===== src/rtl/mff_pkg.sv =====
package mff_pkg;

   typedef enum logic [1:0] {
      DM_NONE  = 2'd0,
      DM_RSVD  = 2'd1,
      DM_SHORT = 2'd2,
      DM_EXT   = 2'd3
   } dst_mode_e;

   localparam int OCT_W      = 8;
   localparam int FTYPE_W    = 3;
   localparam int N_ALLOW    = 7;
   localparam int FC_SEQ_LEN = 3;   // frame control (2) + sequence number (1)

   // Map a 3-bit frame type onto its allow-bit index; 6 and 7 share one bit.
   function automatic logic [2:0] allow_index(input logic [FTYPE_W-1:0] t);
      return (t > 3'd5) ? 3'd6 : t;
   endfunction

endpackage


===== src/rtl/mff_hdr_parse.sv =====
module mff_hdr_parse
   import mff_pkg::*;
#(
   parameter int CNT_W = 4
) (
   input  logic                clk,
   input  logic                rst_n,
   input  logic                sof,
   input  logic                eof,
   input  logic                oct_v,
   input  logic [OCT_W-1:0]    octet,
   output logic                take,
   output logic                eof_take,
   output logic [CNT_W-1:0]    cnt,
   output logic [FTYPE_W-1:0]  ftype,
   output dst_mode_e           dmode
);

   localparam logic [CNT_W-1:0] CNT_MAX = '1;

   logic in_frame;

   assign take     = oct_v & in_frame & ~sof;
   assign eof_take = eof & in_frame & ~sof;

   always_ff @(posedge clk or negedge rst_n) begin
      if (!rst_n) begin
         in_frame <= 1'b0;
         cnt      <= '0;
         ftype    <= '0;
         dmode    <= DM_NONE;
      end else if (sof) begin
         in_frame <= 1'b1;
         cnt      <= '0;
         ftype    <= '0;
         dmode    <= DM_NONE;
      end else begin
         if (eof) in_frame <= 1'b0;
         if (take) begin
            if (cnt == '0)              ftype <= octet[2:0];
            if (cnt == CNT_W'(1))       dmode <= dst_mode_e'(octet[3:2]);
            if (cnt != CNT_MAX)         cnt   <= cnt + 1'b1;
         end
      end
   end

   // with no frame open, the octet count stays put
   a_r12_no_count_outside: assert property (@(posedge clk) disable iff (!rst_n)
      (!in_frame && !sof) |=> $stable(cnt));

   // a frame start rewinds the count
   a_r2_count_rewind: assert property (@(posedge clk) disable iff (!rst_n)
      sof |=> (cnt == '0));

endmodule


===== src/rtl/mff_addr_match.sv =====
module mff_addr_match
   import mff_pkg::*;
#(
   parameter int PAN_W      = 16,
   parameter int SADDR_W    = 16,
   parameter int EADDR_W    = 64,
   parameter int CNT_W      = 4,
   parameter bit STREAM_CMP = 1'b1
) (
   input  logic                clk,
   input  logic                rst_n,
   input  logic                sof,
   input  logic                take,
   input  logic [CNT_W-1:0]    idx,
   input  logic [OCT_W-1:0]    octet,
   input  logic [PAN_W-1:0]    own_pan,
   input  logic [SADDR_W-1:0]  own_short,
   input  logic [EADDR_W-1:0]  own_ext,
   output logic                pan_ok,
   output logic                sa_ok,
   output logic                ea_ok
);

   localparam int PAN_B   = PAN_W / OCT_W;
   localparam int SA_B    = SADDR_W / OCT_W;
   localparam int EA_B    = EADDR_W / OCT_W;
   localparam int PAN_OFS = FC_SEQ_LEN;
   localparam int ADR_OFS = PAN_OFS + PAN_B;

   localparam logic [CNT_W-1:0] PAN_LO = CNT_W'(PAN_OFS);
   localparam logic [CNT_W-1:0] PAN_HI = CNT_W'(PAN_OFS + PAN_B);
   localparam logic [CNT_W-1:0] ADR_LO = CNT_W'(ADR_OFS);
   localparam logic [CNT_W-1:0] SA_HI  = CNT_W'(ADR_OFS + SA_B);
   localparam logic [CNT_W-1:0] EA_HI  = CNT_W'(ADR_OFS + EA_B);

   if (STREAM_CMP) begin : g_stream
      // Running per-field match flags, updated as each octet arrives.
      logic             pan_eq, pan_bc, sa_eq, sa_bc, ea_eq;
      logic [CNT_W-1:0] pan_pos, adr_pos;
      logic [OCT_W-1:0] pan_byte, sa_byte, ea_byte;
      logic             in_pan, in_sa, in_ea;

      assign pan_pos  = idx - PAN_LO;
      assign adr_pos  = idx - ADR_LO;
      assign pan_byte = OCT_W'(own_pan   >> {pan_pos, 3'b000});
      assign sa_byte  = OCT_W'(own_short >> {adr_pos, 3'b000});
      assign ea_byte  = OCT_W'(own_ext   >> {adr_pos, 3'b000});
      assign in_pan   = take && (idx >= PAN_LO) && (idx < PAN_HI);
      assign in_sa    = take && (idx >= ADR_LO) && (idx < SA_HI);
      assign in_ea    = take && (idx >= ADR_LO) && (idx < EA_HI);

      always_ff @(posedge clk or negedge rst_n) begin
         if (!rst_n) begin
            pan_eq <= 1'b0;
            pan_bc <= 1'b0;
            sa_eq  <= 1'b0;
            sa_bc  <= 1'b0;
            ea_eq  <= 1'b0;
         end else if (sof) begin
            pan_eq <= 1'b0;
            pan_bc <= 1'b0;
            sa_eq  <= 1'b0;
            sa_bc  <= 1'b0;
            ea_eq  <= 1'b0;
         end else begin
            if (in_pan) begin
               pan_eq <= ((idx == PAN_LO) | pan_eq) & (octet == pan_byte);
               pan_bc <= ((idx == PAN_LO) | pan_bc) & (&octet);
            end
            if (in_sa) begin
               sa_eq <= ((idx == ADR_LO) | sa_eq) & (octet == sa_byte);
               sa_bc <= ((idx == ADR_LO) | sa_bc) & (&octet);
            end
            if (in_ea) begin
               ea_eq <= ((idx == ADR_LO) | ea_eq) & (octet == ea_byte);
            end
         end
      end

      assign pan_ok = pan_eq | pan_bc;
      assign sa_ok  = sa_eq | sa_bc;
      assign ea_ok  = ea_eq;

   end else begin : g_capture
      // Store the destination fields whole; compare once the frame ends.
      logic [PAN_W-1:0]   cap_pan;
      logic [EADDR_W-1:0] cap_adr;

      for (genvar b = 0; b < PAN_B; b++) begin : g_pan_byte
         always_ff @(posedge clk or negedge rst_n) begin
            if (!rst_n)                                        cap_pan[b*OCT_W +: OCT_W] <= '0;
            else if (sof)                                      cap_pan[b*OCT_W +: OCT_W] <= '0;
            else if (take && (idx == CNT_W'(PAN_OFS + b)))     cap_pan[b*OCT_W +: OCT_W] <= octet;
         end
      end

      for (genvar b = 0; b < EA_B; b++) begin : g_adr_byte
         always_ff @(posedge clk or negedge rst_n) begin
            if (!rst_n)                                        cap_adr[b*OCT_W +: OCT_W] <= '0;
            else if (sof)                                      cap_adr[b*OCT_W +: OCT_W] <= '0;
            else if (take && (idx == CNT_W'(ADR_OFS + b)))     cap_adr[b*OCT_W +: OCT_W] <= octet;
         end
      end

      assign pan_ok = (cap_pan == own_pan) || (&cap_pan);
      assign sa_ok  = (cap_adr[SADDR_W-1:0] == own_short) || (&cap_adr[SADDR_W-1:0]);
      assign ea_ok  = (cap_adr == own_ext);
   end

   // a wrong, non-broadcast first PAN octet kills the PAN match
   a_r8_pan_first_miss: assert property (@(posedge clk) disable iff (!rst_n)
      (take && idx == PAN_LO && octet != own_pan[7:0] && octet != 8'hFF) |=> !pan_ok);

   // a wrong, non-broadcast first short-address octet kills the short match
   a_r9_short_first_miss: assert property (@(posedge clk) disable iff (!rst_n)
      (take && idx == ADR_LO && octet != own_short[7:0] && octet != 8'hFF) |=> !sa_ok);

   // extended match has no broadcast; any wrong first octet kills it
   a_r10_ext_first_miss: assert property (@(posedge clk) disable iff (!rst_n)
      (take && idx == ADR_LO && octet != own_ext[7:0]) |=> !ea_ok);

endmodule


===== src/rtl/mff_decide.sv =====
module mff_decide (
   input  logic clk,
   input  logic rst_n,
   input  logic sof,
   input  logic eof_take,
   input  logic fcs_ok,
   input  logic filt_en,
   input  logic filt_pass,
   output logic dec_valid,
   output logic accept
);

   always_ff @(posedge clk or negedge rst_n) begin
      if (!rst_n) begin
         dec_valid <= 1'b0;
         accept    <= 1'b0;
      end else if (sof) begin
         dec_valid <= 1'b0;
         accept    <= 1'b0;
      end else if (eof_take) begin
         dec_valid <= 1'b1;
         accept    <= fcs_ok & (~filt_en | filt_pass);
      end
   end

   a_r2_start_clears: assert property (@(posedge clk) disable iff (!rst_n)
      sof |=> (!dec_valid && !accept));

   a_r3_valid_next: assert property (@(posedge clk) disable iff (!rst_n)
      (eof_take && !sof) |=> dec_valid);

   a_r3_hold: assert property (@(posedge clk) disable iff (!rst_n)
      (dec_valid && !sof) |=> (dec_valid && $stable(accept)));

   a_r4_bad_fcs: assert property (@(posedge clk) disable iff (!rst_n)
      (eof_take && !fcs_ok) |=> !accept);

   a_r5_unfiltered: assert property (@(posedge clk) disable iff (!rst_n)
      (eof_take && !filt_en && fcs_ok) |=> accept);

   a_r3_no_accept_without_valid: assert property (@(posedge clk) disable iff (!rst_n)
      !dec_valid |-> !accept);

endmodule


===== src/rtl/mac_frame_filter.sv =====
module mac_frame_filter
   import mff_pkg::*;
#(
   parameter int PAN_W      = 16,
   parameter int SADDR_W    = 16,
   parameter int EADDR_W    = 64,
   parameter bit STREAM_CMP = 1'b1
) (
   input  logic                 clk,
   input  logic                 rst_n,
   input  logic                 frm_start,
   input  logic                 frm_end,
   input  logic                 fcs_ok,
   input  logic                 oct_valid,
   input  logic [7:0]           oct_data,
   input  logic                 filt_en,
   input  logic [6:0]           type_allow,
   input  logic [PAN_W-1:0]     own_pan,
   input  logic [SADDR_W-1:0]   own_short,
   input  logic [EADDR_W-1:0]   own_ext,
   output logic                 dec_valid,
   output logic                 accept
);

   localparam int PAN_B     = PAN_W / OCT_W;
   localparam int LEN_SHORT = FC_SEQ_LEN + PAN_B + SADDR_W / OCT_W;
   localparam int LEN_EXT   = FC_SEQ_LEN + PAN_B + EADDR_W / OCT_W;
   localparam int CNT_W     = $clog2(LEN_EXT + 1);

   localparam logic [CNT_W-1:0] NEED_NONE  = CNT_W'(FC_SEQ_LEN);
   localparam logic [CNT_W-1:0] NEED_SHORT = CNT_W'(LEN_SHORT);
   localparam logic [CNT_W-1:0] NEED_EXT   = CNT_W'(LEN_EXT);

   if ((PAN_W % OCT_W) != 0 || (SADDR_W % OCT_W) != 0 || (EADDR_W % OCT_W) != 0) begin : g_bad_width
      $error("mac_frame_filter: address widths must be whole octets");
   end
   if (SADDR_W > EADDR_W || PAN_W < OCT_W) begin : g_bad_order
      $error("mac_frame_filter: short address wider than extended, or empty PAN");
   end

   logic                take, eof_take;
   logic [CNT_W-1:0]    cnt;
   logic [FTYPE_W-1:0]  ftype;
   dst_mode_e           dmode;
   logic                pan_ok, sa_ok, ea_ok;
   logic                type_ok, hdr_ok, addr_ok, filt_pass;

   mff_hdr_parse #(.CNT_W(CNT_W)) u_parse (
      .clk      (clk),
      .rst_n    (rst_n),
      .sof      (frm_start),
      .eof      (frm_end),
      .oct_v    (oct_valid),
      .octet    (oct_data),
      .take     (take),
      .eof_take (eof_take),
      .cnt      (cnt),
      .ftype    (ftype),
      .dmode    (dmode)
   );

   mff_addr_match #(
      .PAN_W      (PAN_W),
      .SADDR_W    (SADDR_W),
      .EADDR_W    (EADDR_W),
      .CNT_W      (CNT_W),
      .STREAM_CMP (STREAM_CMP)
   ) u_match (
      .clk       (clk),
      .rst_n     (rst_n),
      .sof       (frm_start),
      .take      (take),
      .idx       (cnt),
      .octet     (oct_data),
      .own_pan   (own_pan),
      .own_short (own_short),
      .own_ext   (own_ext),
      .pan_ok    (pan_ok),
      .sa_ok     (sa_ok),
      .ea_ok     (ea_ok)
   );

   assign type_ok = type_allow[allow_index(ftype)];

   always_comb begin
      unique case (dmode)
         DM_NONE:  begin hdr_ok = (cnt >= NEED_NONE);  addr_ok = 1'b1;            end
         DM_SHORT: begin hdr_ok = (cnt >= NEED_SHORT); addr_ok = pan_ok & sa_ok;  end
         DM_EXT:   begin hdr_ok = (cnt >= NEED_EXT);   addr_ok = pan_ok & ea_ok;  end
         default:  begin hdr_ok = 1'b0;                addr_ok = 1'b0;            end
      endcase
   end

   assign filt_pass = type_ok & hdr_ok & addr_ok;

   mff_decide u_decide (
      .clk       (clk),
      .rst_n     (rst_n),
      .sof       (frm_start),
      .eof_take  (eof_take),
      .fcs_ok    (fcs_ok),
      .filt_en   (filt_en),
      .filt_pass (filt_pass),
      .dec_valid (dec_valid),
      .accept    (accept)
   );

   // a frame shorter than frame control plus sequence never passes
   a_r11_short_frame: assert property (@(posedge clk) disable iff (!rst_n)
      (eof_take && filt_en && cnt < NEED_NONE) |=> !accept);

   // a disallowed type never passes when filtering
   a_r6_type_blocked: assert property (@(posedge clk) disable iff (!rst_n)
      (eof_take && filt_en && !type_allow[allow_index(ftype)]) |=> !accept);

   // reserved destination mode never passes when filtering
   a_r7_rsvd_mode: assert property (@(posedge clk) disable iff (!rst_n)
      (eof_take && filt_en && dmode == DM_RSVD) |=> !accept);

endmodule


===== config.mk =====
export PLATFORM = sky130hd
export DESIGN_NAME = mac_frame_filter
export DESIGN_NICKNAME = d
export VERILOG_FILES = /design/src/rtl/mff_pkg.sv /design/src/rtl/mff_hdr_parse.sv /design/src/rtl/mff_addr_match.sv /design/src/rtl/mff_decide.sv /design/src/rtl/mac_frame_filter.sv
export SDC_FILE = /design/constraint.sdc
export NUM_CORES = 1
export LEC_CHECK = 0
export BUFFER_PORTS_ARGS = -buffer_cell sky130_fd_sc_hd__buf_2
export CAP_MARGIN = 20
export CORE_ASPECT_RATIO = 1.4
export CORE_MARGIN = 2
export CORE_UTILIZATION = 27
export CTS_BUF_LIST = sky130_fd_sc_hd__clkbuf_16
export DETAILED_ROUTE_END_ITERATION = 8
export SKIP_CTS_REPAIR_TIMING = 1
export SLEW_MARGIN = 25
export SYNTH_ARGS = -nofsm -noshare
export SYNTH_HDL_FRONTEND = slang
export SYNTH_SLANG_ARGS = --single-unit

===== constraint.sdc =====
create_clock -name clk -period 5.1 [get_ports clk]
set_clock_uncertainty 0.1 [all_clocks]
set_input_delay 0.255 -clock clk [delete_from_list [all_inputs] [get_ports clk]]
set_output_delay 0.255 -clock clk [all_outputs]
set_load 0.02 [all_outputs]

==> impl_metrics.csv, run 1 <==
group,metric,value,unit
logic_synthesis,yosys_warnings,0,
routing,wl_per_cell,15.4,um
worst_setup_path,slowest_stage,"xnor2_2",
pwr,power.density,182,mW/mm^2
logic_synthesis,synthFlopType,"dfrtp_1",
place,hpwl,6.41,mm
logic_synthesis,synth_area_leaders,"dfrtp_1 (17%), mux2i_1 (10%), mux4_2 (7.9%)",
worst_setup_path,endpoint_kind,"register",
clock_network,cts_tree,"done",
pwr,p_leak,1.40,nW
logic_synthesis,async_flop_share,1.00,
finish,nFillCells,986,
finish,register_area,427,sq um
die,core,0.00930,sq mm
timing,period_needed,3040,ps
logic_synthesis,ys_ff_latch,17,
logic_synthesis,syn-mean-instance-area,8.48,sq um
place,post_dp_cell_area,0.00318,sq mm
routing,route.detailed.drc,0,
place,portBuffers,119,
finish,fin_area,0.00327,sq mm
global_route,grt_usage,0.152,
worst_setup_path,cp-start-kind,"register",
logic_synthesis,synthXorXnorAreaFrac,0.0544,
logic_synthesis,syn_inst,301,
finish,layout-drive-gt1-share,0.389,
clock_network,clock_sinks,17,
die,dieArea,0.0103,sq mm
timing,holdWs,134,ps
clock_network,htree_levels,1,
finish,antenna_cells,0,
routing,firstDrtPassIters,4,
finish,fin_nets,526,
timing,max_slew_margin,0.320,
die,start_util,0.274,
timing,maxSlewViolCount,0,
logic_synthesis,synth-compound-area-share,0.208,
logic_synthesis,netlist_area,0.00255,sq mm
timing,fmax,0.329,GHz
routing,ant_nets,0,
worst_hold_path,min_path_type,"primary input to register",
logic_synthesis,yosys.area_share.simple,0.237,
routing,num_vias,2750,
global_route,gr-total-overflow,0,
routing,drtIter0Drc,153,
global_route,use_met1,0.177,
worst_setup_path,max_stage_delay,690,ps
clock_network,insertion_delay,250,ps
logic_synthesis,ys_seq_area_frac,0.167,
worst_setup_path,worstPathArrival,3140,ps
finish,area_growth,28.2,%
routing,vias_per_cell,5.35,
die,io_pins,120,
logic_synthesis,synth.area.mux_share,0.256,
routing,routed_wl,7.91,mm
run_status,status,"completed",
global_route,grt_use_met2,0.287,
finish,final_common_cell,"buf_2",
timing,setup-violations-final,0,
clock_network,clockBufferDepth,2,
clock_network,path_clk_slew,50,ps
worst_setup_path,reg2reg_slack,2060,ps
logic_synthesis,synth.distinct_cells,61,
timing,tightest_slew,1020,ps
logic_synthesis,synth.top_cell.area_share,0.167,
logic_synthesis,synth_top_family_by_area,"multiplexers",
global_route,grt.busiest_layer,"met2",
clock_network,cts_made_buffers,3,
global_route,grt_use_met3,0.0152,
global_route,grt_max_degree,42,
pwr,ir_worst_vdd,0.0000792,V
finish,multi_input_area,0.00197,sq mm
global_route,grt_pass1_wl,12.8,mm
global_route,grt_pass1_vias,2695,
timing,fin_tns_setup,0,ps
place,gp_congestion,0.884,
timing,fin_crit_sh,0.597,
logic_synthesis,synth_largest_area_cell,"dfrtp_1",
die,die_h,119,um
clock_network,cts-root-buf,"clkbuf_16",
timing,rsz0062_at_grt,"no",
logic_synthesis,syn_nets,422,
logic_synthesis,synth_fa_ha_area_frac,0.0147,
worst_setup_path,crit_chain,"inv_1, ha_1, xnor2_2, mux4_2, and3_1, a311oi_1, and4_1, a32o_1",
global_route,antenna_found_initial,0,
timing,hold_viol_final,0,
flow_run,drv_cap,0,
finish,final_cell_mix,"buf_2 (119), nand2_1 (32), mux2i_1 (26), a21oi_1 (16), dfrtp_1 (16)",
die,fp.dieW,86.2,um
worst_setup_path,required,5190,ps
worst_setup_path,cp_max_fo,17,
die,rows,42,
logic_synthesis,synth_edf_count,0,
worst_setup_path,critPathKind,"register to register",
-- worst max-delay path, delay by kind of cell (launching register included) --
| family | cells | cell delay [ps] |
|---|---|---|
| xor+xnor | 1 | 690 |
| simple gates | 2 | 410 |
| fa+ha+maj | 1 | 320 |
| buf+inv | 1 | 100 |
| mux | 1 | 430 |
| compound gates | 2 | 450 |
| flops | 1 | 470 |
-- stage by stage --
stage	setup WS [ps]	total power [mW]	utilization	std cells
floorplan	2240	0.350	-	301
global placement	2110	0.432	0.342	509
detailed placement	2050	0.436	0.342	509
CTS	2030	0.600	0.351	513
global route	1890	0.633	0.352	514
finish	2060	0.594	0.352	514
-- layout make-up --
type,instances,area share
Clock inverter,1,0.00115
Inverter,11,0.0126
Multi-Input combinational cell,250,0.601
Timing Repair Buffer,122,0.190
Sequential cell,17,0.130
Clock buffer,3,0.0229
Tap cell,110,0.0421
-- worst paths after layout --
path                               startpoint                  to  depth (start not counted)
hold reg to reg            u_decide.dec_valid  u_decide.dec_valid                          2
min in group asynchronous               rst_n     u_decide.accept                          2
hold / removal                        frm_end    u_parse.in_frame                          2
setup reg to reg               u_parse.cnt[1]       u_match.ea_ok                          8
max in group asynchronous               rst_n      u_parse.cnt[0]                          2
setup / recovery               u_parse.cnt[1]       u_match.ea_ok                          8
-- cell usage after synthesis (5+ instances only) --
cell,number
xnor2_1,7
nand2b_1,5
o32ai_1,6
nor2_1,14
dfrtp_1,17
buf_2,8
nor4_1,8
nand2_1,32
mux4_2,9
nor2b_1,7
a31oi_1,9
nor3_1,11
xor2_1,7
nor4b_1,6
mux2i_1,26
clkbuf_1,8
inv_1,9
mux2_2,10
a21oi_1,16
nand3_1,8
-- power breakdown --
group          internal (mW)  switching [mW]  total (mW)
clock network          0.104          0.0580       0.162
registers              0.140         0.00543       0.146
logic                  0.138           0.148       0.286
total                  0.383           0.212       0.594
-- sequential cells by signal (all words and copies together), names as in the netlist --
register,count
u_parse.cnt,4
u_parse.in_frame,1
u_match.g_stream.pan_bc,1
u_match.g_stream.sa_eq,1
u_decide.dec_valid,1
u_parse.dmode,2
u_match.ea_ok,1
u_match.g_stream.pan_eq,1
u_match.g_stream.sa_bc,1
u_decide.accept,1
u_parse.ftype,3
-- metal layers --
layer,share of wire,vias to the layer above
met1,0.40,1287
met5,0,-
li1,-,1365
met4,0.016,0
met3,0.048,8
met2,0.54,90
-- cell families after synthesis --
family,count (synthesis)
AND/OR/NAND/NOR,112
AO/OA/AOI/OAI,72
multiplexers,48
buffers and inverters,34
flip-flops,17
XOR/XNOR,15
adder cells (fa/ha/maj),3
Power figures use the tool's default switching activity.
==> run 2, diff against run 1 <==
==> constraint.sdc (replaced) <==
create_clock -name clk -period 2.8 [get_ports clk]
set_clock_uncertainty 0.1 [all_clocks]
set_input_delay 0.14 -clock clk [delete_from_list [all_inputs] [get_ports clk]]
set_output_delay 0.14 -clock clk [all_outputs]
set_load 0.02 [all_outputs]
==> run 2 against run 1 <==
Against the previous run:
- clock power rose by 76%
- clock-buffer cell count did not move
- highest routed layer unchanged
- via count rose by 3.6%
- global-route usage rose by 0.44 points
- power rose by 83%
==> impl_metrics.csv, run 2 (synthesized netlist as in run 1, its figures left out) <==
group,metric,value,unit
run_status,status,"completed",
global_route,grt.busiest_layer,"met2",
worst_setup_path,required,2890,ps
timing,layout_setup_ws,130,ps
place,post_dp_cell_area,0.00326,sq mm
worst_setup_path,r2r_end,"u_match.ea_ok",
timing,setup-violations-final,0,
timing,tightest_slew,824,ps
global_route,grt_max_degree,42,
pwr,p_total,1.09,mW
global_route,grt_use_met2,0.288,
clock_network,cts_made_buffers,3,
timing,period_needed,2670,ps
die,core,0.00930,sq mm
place,hpwl,6.52,mm
routing,vias_per_cell,5.45,
die,die_h,119,um
timing,hold_viol_final,0,
clock_network,clock_sinks,17,
worst_setup_path,reg2reg_slack,130,ps
timing,fmax,0.375,GHz
timing,maxSlewViolCount,0,
routing,ant_nets,0,
clock_network,cts_tree,"done",
finish,largest_reg_flops,4,
timing,fin_crit_sh,0.953,
worst_setup_path,timing.critical_path.buf_inv,1,
global_route,use_met1,0.175,
worst_setup_path,cp_max_fo,17,
global_route,grt_usage,0.156,
pwr,p_leak,1.44,nW
routing,route.detailed.drc,0,
finish,final_common_cell,"buf_2",
place,portBuffers,119,
worst_setup_path,worstPathArrival,2760,ps
clock_network,insertion_delay,250,ps
finish,area_growth,31.3,%
clock_network,cts-root-buf,"clkbuf_16",
pwr,ir_worst_vdd,0.000136,V
die,start_util,0.274,
timing,rsz0062_at_grt,"no",
die,fp.dieW,86.2,um
die,rows,42,
routing,firstDrtPassIters,5,
finish,fin_area,0.00335,sq mm
global_route,grt_use_met3,0.0173,
finish,layout-drive-gt1-share,0.402,
global_route,antenna_found_initial,0,
routing,wl_per_cell,15.5,um
clock_network,clockBufferDepth,2,
timing,fin_tns_setup,0,ps
worst_hold_path,hold_end,"u_parse.in_frame",
place,dpl_worst_slack,147,ps
worst_setup_path,r2r_cells,8,
worst_setup_path,crit_chain,"inv_2, ha_1, xnor2_2, mux4_2, and3_1, a311oi_1, and4_1, a32o_1",
finish,fin_nets,535,
finish,reg_top3,"u_parse.cnt (4), u_parse.ftype (3), u_parse.dmode (2)",
die,io_pins,120,
worst_setup_path,max_stage_delay,650,ps
routing,routed_wl,8.11,mm
timing,max_slew_margin,0.448,
global_route,grt_pass1_wl,12.9,mm
worst_setup_path,endpoint_kind,"register",
flow_run,drv_cap,0,
worst_setup_path,critPathKind,"register to register",
global_route,gr-total-overflow,0,
die,dieArea,0.0103,sq mm
clock_network,path_clk_slew,50,ps
global_route,grt_pass1_vias,2771,
worst_hold_path,min_path_type,"primary input to register",
worst_setup_path,path_delay_family,"XOR/XNOR gates",
finish,final_cell_mix,"buf_2 (119), nand2_1 (32), mux2i_1 (26), a21oi_1 (16), dfrtp_1 (16)",
worst_setup_path,reg2reg_from,"u_parse.cnt[0]",
clock_network,htree_levels,1,
finish,antenna_cells,0,
worst_hold_path,hold_depth,2,
routing,num_vias,2850,
finish,top_register,"u_parse.cnt",
worst_setup_path,slowest_stage,"xnor2_2",
pwr,power.density,324,mW/mm^2
worst_setup_path,cp-start-kind,"register",
routing,drtIter0Drc,112,
place,gp_congestion,0.853,
worst_hold_path,hp-start,"frm_end",
run 2: how the worst max path moves through the flow:
stage	from	endpoint	slack [ps]	depth (start not counted)
after floorplan	u_parse.cnt[0]	u_match.ea_ok	8	11
after global placement	u_parse.cnt[0]	u_match.ea_ok	180	9
after global routing	u_parse.cnt[0]	u_match.ea_ok	20	7
after detailed placement	u_parse.cnt[0]	u_match.ea_ok	150	8
final	u_parse.cnt[0]	u_match.ea_ok	130	8
after CTS	u_parse.cnt[0]	u_match.ea_ok	120	8
run 2: area by class of cell:
class | count | area, sq um
fillers | 968 | 5950
clock buffers | 3 | 75.1
multi-input cells | 250 | 1970
well taps | 110 | 138
clock inverters | 1 | 3.75
inverters | 11 | 41.3
repair buffers | 131 | 701
flip-flops and latches | 17 | 427
run 2: metrics by stage:
stage / std cells / util / hold WS, ps
floorplan: 301 / - / -256
global placement: 518 / 0.351 / -9.19
detailed placement: 518 / 0.351 / -1.23
CTS: 522 / 0.359 / -272
global route: 523 / 0.360 / 62.8
finish: 523 / 0.360 / 39.1
run 2: report_power, final:
group	internal (mW)	total (mW)	switching, mW
registers	0.256	0.264	0.00894
clock network	0.190	0.285	0.0950
logic	0.265	0.537	0.272
total	0.710	1.09	0.376
run 2: metal layers:
metal  vias to the layer above  share of wire
met5                         -              0
met4                         0          0.038
met3                        20          0.045
met2                        99           0.53
met1                      1346           0.39
li1                       1385              -
==> run 3, diff against run 2 <==
--- a/config.mk
+++ b/config.mk
@@ -5,6 +5,7 @@
 export SDC_FILE = /design/constraint.sdc
 export NUM_CORES = 1
 export LEC_CHECK = 0
+export ABC_AREA = 1
 export BUFFER_PORTS_ARGS = -buffer_cell sky130_fd_sc_hd__buf_2
 export CAP_MARGIN = 20
 export CORE_ASPECT_RATIO = 1.4
==> run 3 against run 2 <==
Against the previous run:
- design area is 5.4% lower
- power is 9.2% lower
- setup slack better by 310 ps
- largest cell class unchanged
- synthesized cell count is 52% higher
- utilization is 0.92 points lower
- global-route usage is 0.63 points higher
- flip-flop and latch count stayed put
- the flow now finishes with violations (negative hold slack)
- sequential power hardly changed
- area after synthesis is 2.0% lower
- highest routed layer unchanged
- largest power group unchanged
- sequential share of layout area is 0.73 points higher
==> impl_metrics.csv, run 3 <==
group,metric,value,unit
clock_network,cts-root-buf,"clkbuf_16",
pwr,power.density,311,mW/mm^2
die,start_util,0.277,
finish,layout-drive-gt1-share,0.255,
routing,drtIter0Drc,124,
finish,final_cell_mix,"nand2_1 (162), buf_2 (119), nand3_1 (83), nor2_1 (58), inv_1 (35)",
die,io_pins,120,
logic_synthesis,netlist_area,0.00250,sq mm
worst_setup_path,endpoint_kind,"register",
routing,num_vias,3215,
logic_synthesis,synth_area_leaders,"nand2_1 (24%), dfrtp_1 (17%), nand3_1 (17%)",
finish,antenna_cells,0,
timing,rsz0062_at_grt,"no",
finish,area_growth,26.8,%
global_route,grt_max_degree,49,
run_status,violations,"negative hold slack",
clock_network,insertion_delay,250,ps
worst_setup_path,r2r_cells,11,
global_route,grt_usage,0.162,
timing,tightest_slew,529,ps
worst_setup_path,cp-start-kind,"register",
logic_synthesis,ys_ff_latch,17,
logic_synthesis,yosys_warnings,0,
finish,fin_nets,683,
finish,final_common_cell,"nand2_1",
pwr,ir_worst_vdd,0.000204,V
place,hpwl,6.74,mm
place,portBuffers,119,
finish,largest_reg_flops,4,
timing,fmax,0.424,GHz
worst_setup_path,critPathKind,"register to register",
timing,hold_viol_final,1,
pwr,p_leak,1.71,nW
die,die_h,118,um
place,gp_congestion,0.887,
logic_synthesis,synth.distinct_cells,34,
worst_setup_path,cp_max_fo,20,
clock_network,clock_sinks,17,
worst_hold_path,hold_depth,2,
logic_synthesis,synth_largest_area_cell,"nand2_1",
routing,routed_wl,8.25,mm
routing,firstDrtPassIters,4,
logic_synthesis,ys_seq_area_frac,0.170,
clock_network,path_clk_slew,50,ps
timing,fin_crit_sh,0.843,
finish,top_register,"u_parse.cnt",
timing,max_slew_margin,0.645,
timing,layout_setup_ws,441,ps
global_route,gr-total-overflow,0,
logic_synthesis,synth_common_cells,"nand2_1 (162), nand3_1 (83), nor2_1 (58)",
logic_synthesis,syn-mean-instance-area,5.47,sq um
die,dieArea,0.0101,sq mm
die,rows,41,
global_route,grt_pass1_wl,13.4,mm
clock_network,clockBufferDepth,2,
finish,reg_top3,"u_parse.cnt (4), u_parse.ftype (3), u_parse.dmode (2)",
timing,maxSlewViolCount,0,
routing,ant_nets,0,
place,dpl_worst_slack,441,ps
clock_network,cts_made_buffers,3,
worst_setup_path,required,2880,ps
logic_synthesis,synth.most_common_cell,"nand2_1",
global_route,antenna_found_initial,0,
clock_network,cts_tree,"done",
routing,route.detailed.drc,0,
logic_synthesis,synth.top_cell.area_share,0.243,
worst_setup_path,worstPathArrival,2440,ps
die,fp.dieW,85.3,um
logic_synthesis,syn_nets,578,
run_status,status,"complete, but fails checks",
logic_synthesis,synthFlopType,"dfrtp_1",
worst_hold_path,min_path_type,"primary input to register",
timing,fin_tns_setup,0,ps
die,core,0.00903,sq mm
timing,holdWs,-2.90,ps
timing,setup-violations-final,0,
logic_synthesis,synth_edf_count,0,
logic_synthesis,syn_inst,457,
global_route,grt_pass1_vias,3006,
routing,wl_per_cell,12.3,um
logic_synthesis,async_flop_share,1.00,
flow_run,drv_cap,0,
timing,period_needed,2360,ps
clock_network,htree_levels,1,
routing,vias_per_cell,4.81,
## run 3: through the flow
stage          std cells  hold WS [ps]  utilization  power, mW  cell area (sq um)
3_3_place_gp         663          6.19        0.341      0.698               3080
5_1_grt              668          24.5        0.351       1.06               3170
4_1_cts              667          -260        0.350      0.998               3160
2_1_floorplan        457          -256            -      0.557               2500
3_5_place_dp         663          7.63        0.341      0.704               3080
6_report             668         -2.90        0.351      0.986               3170
## run 3: layer usage
metal	global-route usage	wire length [um]
met4	0.0486	176
met2	0.317	4330
met5	0	0
met1	0.178	3380
met3	0.0161	364
## run 3: cell families (layout without fill, tap and decap cells)
logic type	after synthesis	count (layout)	share of synthesized area
adder cells (fa/ha/maj)	3	3	0.0150
XOR/XNOR	5	5	0.0205
AO/OA/AOI/OAI	34	34	0.0830
flip-flops	17	17	0.170
buffers and inverters	63	167	0.133
AND/OR/NAND/NOR	335	335	0.578
## run 3: final timing paths
kind | slack (ps) | start | end
max | 440 | u_parse.cnt[1] | u_match.g_stream.pan_eq
min | -3 | frm_end | u_parse.in_frame
max reg2reg | 440 | u_parse.cnt[1] | u_match.g_stream.pan_eq
min reg2reg | 400 | u_decide.dec_valid | u_decide.dec_valid
max in group asynchronous | 2030 | rst_n | u_parse.cnt[0]
min in group asynchronous | 250 | rst_n | u_match.g_stream.pan_bc
## run 3: worst max-delay path: stages, from the launching register on
cell and delay, ps:
dfrtp_1 410, inv_1 100, ha_1 310, inv_2 280, nand2_1 110, nor2_2 350, nand3_1 150, xor2_1 150
nand2_1 60, nor2_1 90, nand2_1 50, a21oi_1 110
## run 3: cell type report
type	count	area, sq um
inverter	38	145
multi-input combinational	377	1740
fill	1044	5860
timing repair buffer	125	643
clock inverter	1	3.75
tap	107	134
clock buffer	3	75.1
sequential	17	427
## run 3: report_power, final
part	switching, mW	internal [mW]
sequential	0.00833	0.256
clock	0.101	0.190
combinational	0.264	0.167
